==> config.mk <==
export PLATFORM = sky130hd
export DESIGN_NAME = alarm_irq_router
export DESIGN_NICKNAME = d
export VERILOG_FILES = /design/src/rtl/alarm_pkg.sv /design/src/rtl/alarm_match.sv /design/src/rtl/alarm_flag.sv /design/src/rtl/irq_router.sv /design/src/rtl/alarm_irq_router.sv
export SDC_FILE = /design/constraint.sdc
export NUM_CORES = 1
export LEC_CHECK = 0
export ABC_CLOCK_PERIOD_IN_PS = 1790
export BUFFER_PORTS_ARGS = -buffer_cell sky130_fd_sc_hd__buf_2
export CAP_MARGIN = 10
export CORE_UTILIZATION = 30
export DETAILED_ROUTE_END_ITERATION = 8
export PLACE_DENSITY = 0.85
export SETUP_SLACK_MARGIN = 0.15
export SLEW_MARGIN = 20
export SYNTH_ARGS = -nofsm -noshare
export SYNTH_HDL_FRONTEND = slang
export SYNTH_SLANG_ARGS = --single-unit
==> constraint.sdc <==
create_clock -name clk -period 1.79 [get_ports clk]
set_input_delay 0.179 -clock clk [delete_from_list [all_inputs] [get_ports clk]]
set_output_delay 0.179 -clock clk [all_outputs]
set_load 0.005 [all_outputs]
==> src/rtl/alarm_pkg.sv <==
// Shared widths, field positions and types for the alarm block.
// Assumes 8-bit BCD register fields, with the mask in the top bit.
package alarm_pkg;
    localparam int FIELD_W    = 8;
    localparam int NUM_FIELDS = 4;
    localparam int NUM_ALARMS = 2;
    localparam int NUM_TAPS   = 4;
    localparam int RATE_W     = $clog2(NUM_TAPS);

    localparam int MASK_BIT   = FIELD_W - 1;
    localparam int WDAY_BIT   = FIELD_W - 2;
    localparam int DD_VAL_W   = FIELD_W - 2;

    localparam int FLD_SEC    = 0;
    localparam int FLD_MIN    = 1;
    localparam int FLD_HOUR   = 2;
    localparam int FLD_DD     = 3;

    typedef logic [FIELD_W-1:0] field_t;
    typedef field_t [NUM_FIELDS-1:0] field_set_t;
endpackage

==> src/rtl/alarm_match.sv <==
// Masked comparison of one alarm against the current time.
// Assumes clock fields carry 0 in the mask bit position. The hours
// field is compared with its mode bits as stored. The day-or-date
// field compares its low bits with either the weekday or the date.
module alarm_match
    import alarm_pkg::*;
(
    input  field_t     cur_sec,
    input  field_t     cur_min,
    input  field_t     cur_hour,
    input  field_t     cur_wday,
    input  field_t     cur_mday,
    input  field_set_t alm,
    output logic       hit
);
    field_set_t              opnd;
    logic [NUM_FIELDS-1:0]   fld_ok;

    // Gather the clock operand for each field, choosing weekday or date.
    always_comb begin
        opnd[FLD_SEC]  = cur_sec;
        opnd[FLD_MIN]  = cur_min;
        opnd[FLD_HOUR] = cur_hour;
        opnd[FLD_DD]   = alm[FLD_DD][WDAY_BIT] ? cur_wday : cur_mday;
    end

    // One comparator per field; a set mask bit forces that field true.
    for (genvar g = 0; g < NUM_FIELDS; g++) begin : g_fld
        if (g == FLD_DD) begin : g_dd
            assign fld_ok[g] = alm[g][MASK_BIT]
                             | (alm[g][DD_VAL_W-1:0] == opnd[g][DD_VAL_W-1:0]);
        end else begin : g_tm
            assign fld_ok[g] = alm[g][MASK_BIT]
                             | (alm[g][MASK_BIT-1:0] == opnd[g][MASK_BIT-1:0]);
        end
    end

    // The alarm hits only when every field agrees.
    assign hit = &fld_ok;
endmodule

==> src/rtl/alarm_flag.sv <==
// Sticky flag for one alarm.
// Set on an update pulse with a hit; cleared by a write of 0; a write
// of 1 has no effect. A set wins over a clear in the same cycle.
module alarm_flag (
    input  logic clk,
    input  logic rst_n,
    input  logic tick,
    input  logic hit,
    input  logic clr_wr,
    input  logic clr_val,
    output logic flag
);
    logic set_req;
    logic clr_req;

    assign set_req = tick & hit;
    assign clr_req = clr_wr & ~clr_val;

    // Flag register: reset low, set has priority over clear.
    always_ff @(posedge clk) begin
        if (!rst_n)       flag <= 1'b0;
        else if (set_req) flag <= 1'b1;
        else if (clr_req) flag <= 1'b0;
    end

    AST_FLAG_SETS: assert property (@(posedge clk) disable iff (!rst_n)
        tick && hit |=> flag);
    AST_NO_SET_OFF_TICK: assert property (@(posedge clk) disable iff (!rst_n)
        !flag && !tick |=> !flag);
    AST_FLAG_STICKY: assert property (@(posedge clk) disable iff (!rst_n)
        flag && !(clr_wr && !clr_val) |=> flag);
    AST_FLAG_CLEARS: assert property (@(posedge clk) disable iff (!rst_n)
        clr_wr && !clr_val && !(tick && hit) |=> !flag);
    AST_RESET_LOW: assert property (@(posedge clk)
        $rose(rst_n) |-> !flag);
endmodule

==> src/rtl/irq_router.sv <==
// Routes the alarm requests and the square-wave tap onto two active-low lines.
// Assumes taps are already divided clocks, so the selected tap drives line B
// directly in shared mode.
module irq_router
    import alarm_pkg::*;
(
    input  logic                  route_sel,
    input  logic [RATE_W-1:0]     rate_sel,
    input  logic [NUM_TAPS-1:0]   taps,
    input  logic [NUM_ALARMS-1:0] flags,
    input  logic [NUM_ALARMS-1:0] irq_en,
    output logic                  irq_a_n,
    output logic                  irq_b_n
);
    logic [NUM_ALARMS-1:0] req;

    assign req = flags & irq_en;

    // Output multiplexer: split lines or shared line plus square wave.
    always_comb begin
        if (route_sel) begin
            irq_a_n = ~req[0];
            irq_b_n = ~req[1];
        end else begin
            irq_a_n = ~(|req);
            irq_b_n = taps[rate_sel];
        end
    end
endmodule

==> src/rtl/alarm_irq_router.sv <==
// Top of the dual masked alarm block.
// Assumes tick is a single-cycle pulse aligned with stable time fields.
// Alarm 2 has no seconds register; its seconds slot is fixed at an
// unmasked 00, so it can only fire on second 00.
module alarm_irq_router
    import alarm_pkg::*;
(
    input  logic                  clk,
    input  logic                  rst_n,
    input  logic                  tick,
    input  logic [FIELD_W-1:0]    cur_sec,
    input  logic [FIELD_W-1:0]    cur_min,
    input  logic [FIELD_W-1:0]    cur_hour,
    input  logic [FIELD_W-1:0]    cur_wday,
    input  logic [FIELD_W-1:0]    cur_mday,
    input  logic [FIELD_W-1:0]    a1_sec,
    input  logic [FIELD_W-1:0]    a1_min,
    input  logic [FIELD_W-1:0]    a1_hour,
    input  logic [FIELD_W-1:0]    a1_dsel,
    input  logic [FIELD_W-1:0]    a2_min,
    input  logic [FIELD_W-1:0]    a2_hour,
    input  logic [FIELD_W-1:0]    a2_dsel,
    input  logic                  route_sel,
    input  logic [RATE_W-1:0]     rate_sel,
    input  logic [NUM_ALARMS-1:0] irq_en,
    input  logic [NUM_TAPS-1:0]   taps,
    input  logic                  flag_wr,
    input  logic [NUM_ALARMS-1:0] flag_wdata,
    output logic [NUM_ALARMS-1:0] flags,
    output logic                  irq_a_n,
    output logic                  irq_b_n
);
    field_set_t            alm_cfg [NUM_ALARMS];
    logic [NUM_ALARMS-1:0] hit;

    // Pack the register fields of each alarm into field sets.
    always_comb begin
        alm_cfg[0][FLD_SEC]  = a1_sec;
        alm_cfg[0][FLD_MIN]  = a1_min;
        alm_cfg[0][FLD_HOUR] = a1_hour;
        alm_cfg[0][FLD_DD]   = a1_dsel;
        alm_cfg[1][FLD_SEC]  = '0;
        alm_cfg[1][FLD_MIN]  = a2_min;
        alm_cfg[1][FLD_HOUR] = a2_hour;
        alm_cfg[1][FLD_DD]   = a2_dsel;
    end

    for (genvar a = 0; a < NUM_ALARMS; a++) begin : g_alarm
        alarm_match i_match (
            .cur_sec  (cur_sec),
            .cur_min  (cur_min),
            .cur_hour (cur_hour),
            .cur_wday (cur_wday),
            .cur_mday (cur_mday),
            .alm      (alm_cfg[a]),
            .hit      (hit[a])
        );
        alarm_flag i_flag (
            .clk     (clk),
            .rst_n   (rst_n),
            .tick    (tick),
            .hit     (hit[a]),
            .clr_wr  (flag_wr),
            .clr_val (flag_wdata[a]),
            .flag    (flags[a])
        );
    end

    irq_router i_router (
        .route_sel (route_sel),
        .rate_sel  (rate_sel),
        .taps      (taps),
        .flags     (flags),
        .irq_en    (irq_en),
        .irq_a_n   (irq_a_n),
        .irq_b_n   (irq_b_n)
    );

    AST_A_NEEDS_REQ: assert property (@(posedge clk) disable iff (!rst_n)
        !irq_a_n |-> |(flags & irq_en));
    AST_SPLIT_B_OWN: assert property (@(posedge clk) disable iff (!rst_n)
        route_sel && !irq_b_n |-> flags[1] && irq_en[1]);
    AST_SPLIT_A_FIRES: assert property (@(posedge clk) disable iff (!rst_n)
        route_sel && flags[0] && irq_en[0] |-> !irq_a_n);
    AST_SHARED_A_FIRES: assert property (@(posedge clk) disable iff (!rst_n)
        !route_sel && flags[1] && irq_en[1] |-> !irq_a_n);
    AST_WAVE_ON_B: assert property (@(posedge clk) disable iff (!rst_n)
        !route_sel |-> irq_b_n == taps[rate_sel]);
endmodule

After elaboration in Yosys (flattened, before gate mapping)
Index checks and enable logic that the tools add are counted.
- register bits after elaboration: 2
- bits in latches: 0
- RAM bits: 0
- memory bits (read-only): 0
- input bits: 111
- output and inout port bits: 4
- word-level logic and storage cells: 43
- memories kept: 0
- add/subtract/negate cells: 0
- $mul: 0
- divide/modulo/power cells: 0
- order comparisons: 1
- equality and inequality tests: 7
- shift-type cells: 0
- muxes and demuxes: 10
- bitwise gates (word level): 17
- reductions and logical operators: 6
- operators with widths (kind ; number):
    $eq 7x7->1 ; 5
    $eq 6x6->1 ; 2
    $mux 6 ; 2
    $reduce_and 4->1 ; 2
    $logic_not 7->1 ; 1
    $mux 1 ; 7
    $or 1x1->1 ; 7
    $not 1->1 ; 5
    $and 1x1->1 ; 4
    $reduce_bool 2->1 ; 2
    $lt 2x3->1 const B ; 1
    $and 2x2->2 ; 1
    $bmux 1 s2 ; 1
    $reduce_or 2->1 ; 1

Logic depth before layout (Yosys ltp)
- word-level depth: 6
- depth in mapped cells: 6
- gate-level depth less buffers: 5

Cells and area by module
Synthesis repeated with hierarchy kept, for this count alone.
- cell total of the unflattened synthesis: 103
- area total of the unflattened synthesis: 883.3 sq um
- by module, submodules not included (module ; instances ; cells each ; area an instance (sq um) ; sequential area each (sq um)):
    alarm_match ; 2 ; 44 ; 376.6 ; 0.0
    alarm_flag ; 2 ; 5 ; 40.0 ; 20.0
    irq_router ; 1 ; 4 ; 46.3 ; 0.0
    alarm_irq_router ; 1 ; 1 ; 3.8 ; 0.0

Least setup slack after synthesis
No wires, ideal clock.
- path type: input to register
- start point: input port a1_dsel[6]
- end point: register g_alarm[0].i_flag.flag
- setup time: 96 ps
- arrival time: 1240 ps
- data required time: 1694 ps
- slack: 455 ps
- stages on the path: 6
- path buffers: 1
- cells stage by stage: buf_6 -> mux2i_1 -> xnor2_1 -> nor4_1 -> a31oi_1 -> o41ai_2
- longest elaborated chain between the ends: 6
- elaborated cells between the ends (all ways): 7
- those cells by class: eq/ne: 1; mux: 2; bitwise: 2; reduce/logical: 2
- RTL lines (element ; line ; source):
    from (decl) ; alarm_irq_router.sv:19 ; input logic [FIELD_W-1:0] a1_dsel,
    $mux 6 * ; alarm_match.sv:24 ; opnd[FLD_DD] = alm[FLD_DD][WDAY_BIT] ? cur_wday : cur_mday;
    $eq 6x6->1 * ; alarm_match.sv:31 ; | (alm[g][DD_VAL_W-1:0] == opnd[g][DD_VAL_W-1:0]);
    $or 1x1->1 * ; alarm_match.sv:31 ;
    $reduce_and 4->1 * ; alarm_match.sv:39 ; assign hit = &fld_ok;
    $and 1x1->1 * ; alarm_flag.sv:16 ; assign set_req = tick & hit;
    $mux 1 / $reduce_bool 2->1 (equally long branches) ; -- ;
    to (signal assigned) ; alarm_flag.sv:21 ; if (!rst_n) flag <= 1'b0;
    to (signal assigned) ; alarm_flag.sv:22 ; else if (set_req) flag <= 1'b1;
    to (signal assigned) ; alarm_flag.sv:23 ; else if (clr_req) flag <= 1'b0;
    to (decl) ; alarm_flag.sv:11 ; output logic flag
Mark *: on every way between the ends. The rest lies on a longest branch, timed or not.
A chain may end at the register's enable or synchronous reset.

Final worst setup path
Ends and elaborated chain as after synthesis.

==> summary.md <==
| Metric | Value |
|---|---|
| Clk root buf | `clkbuf_4` |
| Placed Area | `1360 um2` |
| Slowest cell delay on critical path | `0.33 ns` |
| Reg-to-reg critical path endpoint | `g_alarm[0].i_flag.flag` |
| Synth top area share | `29.1%` |
| Cts hold-fix bufs | `0` |
| Crit-path cells | `buf_2 > mux2i_1 > xnor2_1 > nor4_1 > a31oi_1 > o41ai_2` |
| Worst Skew | `0 ns` |
| Register area share after synthesis | `4.92%` |
| CP required | `between 1.5 and 2 ns` |
| Initial DRC count | `10` |
| Post-synth cell types | `22` |
| CP startpoint | `a1_dsel[6]` |
| Post-CTS sizing | `0` |
| Pwr Density | `about 310 nW/um2` |
| H-tree depth | `1` |
| Die area | `2920 um2` |
| Placed instance count | `229` |
| Count of input and output buffers | `between 100 and 150` |
| Post-synth EDFFs | `0` |
| N_diodes | `0` |
| Setup tns final | `0 ns` |
| Worst skew pair latency | `about 0.23 ns` |
| Post-Syn Nets | `around 210` |
| Fin crit share | `74.7%` |
| Max Fanout on Critical Path | `6` |
| Final GP Congestion | `0.712` |
| Number of flip-flops in the largest register | `2` |
| Synth async-reset ratio | `0%` |
| Area leader, netlist | `xnor2_1` |
| Max VDD drop | `211 uV` |
| Row cnt | `18` |
| Clk buf depth | `2` |
| Final hold violation count | `0` |
| Starting Density | `32.2%` |
| Startpoint Class | `input port` |
| WHS | `0.204 ns` |
| Num CTS Buffers | `3` |
| Grt total ovfl | `0` |
| Area delta synth->final | `69.5%` |
| Critical R2R Launch | `g_alarm[0].i_flag.flag` |
| Netlist Area Pre-Place | `between 800 and 900 um2` |
| Total number of vias | `1103` |
| DP HPWL | `roughly 2400 um` |
| Non-filler cells, final | `roughly 230` |
| Slowest CP cell | `o41ai_2` |
| TritonRoute pass-1 iters | `4` |
| Final min period | `1.34 ns` |
| Most numerous cell in the Yosys netlist | `xnor2_1` |
| Post-DR wirelength/cell | `11.4 um` |
| Top_reg_cell synth | `dfxtp_1` |
| GR Util All Layers | `17.5%` |
| First-pass GRT wire length | `3730 um` |
| Die extent in x | `54.1 um` |
| Slew headroom | `77.3%` |
| Largest net degree at the start of global routing | `7` |
| CTS tree | `done` |
| Worst-margin pin slew | `0.337 ns` |
| MaxCap Viol Count | `0` |
| Max Fclk | `747 MHz` |
| Layout cells sized above 1 | `about 55%` |
| Io pins | `115` |
| Status | `completed` |
| Final net count | `315` |
| Initial antenna violation count | `0` |
| Synth Warn # | `0` |
| # DRC | `0` |
| Ranking of synthesized cells by area | `xnor2_1 29%, xor2_1 22%, mux2i_1 15%` |
| Worst setup EP type | `register` |
| Final setup violation count | `0` |
| Vias in the first global route | `1012` |
| Mapped Cells | `96` |
| CP Data Arrival Time | `1.47 ns` |
| Core area | `2520 um2` |
| Layout Cell Area excl Fill | `1380 um2` |
| Chip height | `54.1 um` |
| Most flops, register | `g_alarm.i_flag.flag` |
| Worst reg2reg path depth | `2` |
| CP endpoint | `g_alarm[0].i_flag.flag` |
| Regs by FF count | `g_alarm.i_flag.flag: 2 flops` |
| CP Class | `input port to register` |
| Min-delay worst type | `input port to register` |
| Drt via density | `approximately 4.8` |
| Setup slack, reg-to-reg | `1.14 ns` |
| Setup bufs post-CTS | `0` |
| Mapped Avg Cell Area | `8.47 um2` |
| Flops & latches, synth | `2` |
| Slew Limit Fails | `0` |
| Final wirelength | `2660 um` |
| Clock transition at path regs | `approximately 0.030 ns` |
| Lkg Pwr | `approximately 0.71 nW` |
| DRT antenna net count | `0` |
| RSZ-0062 raised after global routing | `no` |
| CTS sink cnt | `2` |
| Synth top cells by count | `27 x xnor2_1, 20 x xor2_1, 12 x mux2i_1` |
[through the flow]
| step | setup WS (ns) | utilization (%) | power (mW) |
|---|---|---|---|
| 4_1_cts | 0.448 | 54.7 | 0.440 |
| 3_5_place_dp | 0.213 | 53.8 | 0.331 |
| 5_1_grt | 0.393 | 54.7 | 0.472 |
| 6_report | 0.452 | 54.7 | 0.432 |
| 2_1_floorplan | 0.455 | - | 0.179 |
| 3_3_place_gp | 0.235 | 53.8 | 0.324 |
[power by group]
group | leakage, nW | total [mW] | switching, mW | internal [mW]
logic | 0.676 | 0.284 | 0.118 | 0.166
clock network | 0.0138 | 0.102 | 0.0281 | 0.0742
registers | 0.0161 | 0.0458 | 0.000435 | 0.0454
total | 0.706 | 0.432 | 0.146 | 0.286
[logic make-up after synthesis]
kind of cell           Yosys count  share of synthesized area, %
buffers and inverters            5                          4.15
AO/OA/AOI/OAI                   11                          10.3
flip-flops                       2                          4.92
multiplexers                    13                          17.5
XOR/XNOR                        47                          50.6
AND/OR/NAND/NOR                 18                          12.5
[worst max-delay path, delay by kind of cell]
| family | cells | cell delay, ns |
|---|---|---|
| AOI/OAI and AO/OA | 2 | 0.49 |
| buffers and inverters | 1 | 0.18 |
| muxes | 1 | 0.24 |
| xor gates and xnor gates | 1 | 0.09 |
| and+or+nand+nor | 1 | 0.30 |
[placed cells by master, fill, tap and decap left out]
cell type	synthesis	final
buf_2	0	107
xnor2_1	27	27
xor2_1	20	20
mux2i_1	12	12
nor4_1	9	9
nand4_1	4	4
a31oi_1	3	3
clkbuf_4	0	3
nor2_1	2	2
nand2_1	2	2
o211ai_1	2	2
dfxtp_1	2	2
mux4_2	1	1
a21oi_1	1	1
o22ai_1	1	1
a41oi_1	1	1
inv_1	1	1
o41ai_2	1	1
nand3_1	1	1
o221ai_1	1	1
o21ai_0	1	1
[per-layer routing]
layer,routed length (um),GRT usage [%],vias to the layer above,share of wire (%)
met2,1420,34.0,49,54
met3,221,3.11,0,8.3
met4,0,5.13,0,0
li1,-,-,564,-
met1,1010,18.9,490,38
met5,0,0,-,0
[area by class of cell]
cell class	count	area, um2
sequential	2	40.0
inverter	1	3.75
tap	30	37.5
fill	243	1140
clock buffer	3	22.5
multi-input combinational	89	739
timing repair buffer	107	536
[worst min path at each step]
stage | start | end | slack [ns] | cells after the start
2_1_floorplan | flag_wdata[1] | g_alarm[1].i_flag.flag | 0.33 | 2
3_3_place_gp | flag_wdata[1] | g_alarm[1].i_flag.flag | 0.43 | 3
3_5_place_dp | flag_wdata[0] | g_alarm[0].i_flag.flag | 0.44 | 3
4_1_cts | flag_wdata[0] | g_alarm[0].i_flag.flag | 0.20 | 3
5_1_grt | flag_wdata[1] | g_alarm[1].i_flag.flag | 0.21 | 3
6_report | flag_wdata[1] | g_alarm[1].i_flag.flag | 0.20 | 3
No activity file was read; power rests on OpenSTA's default activity.
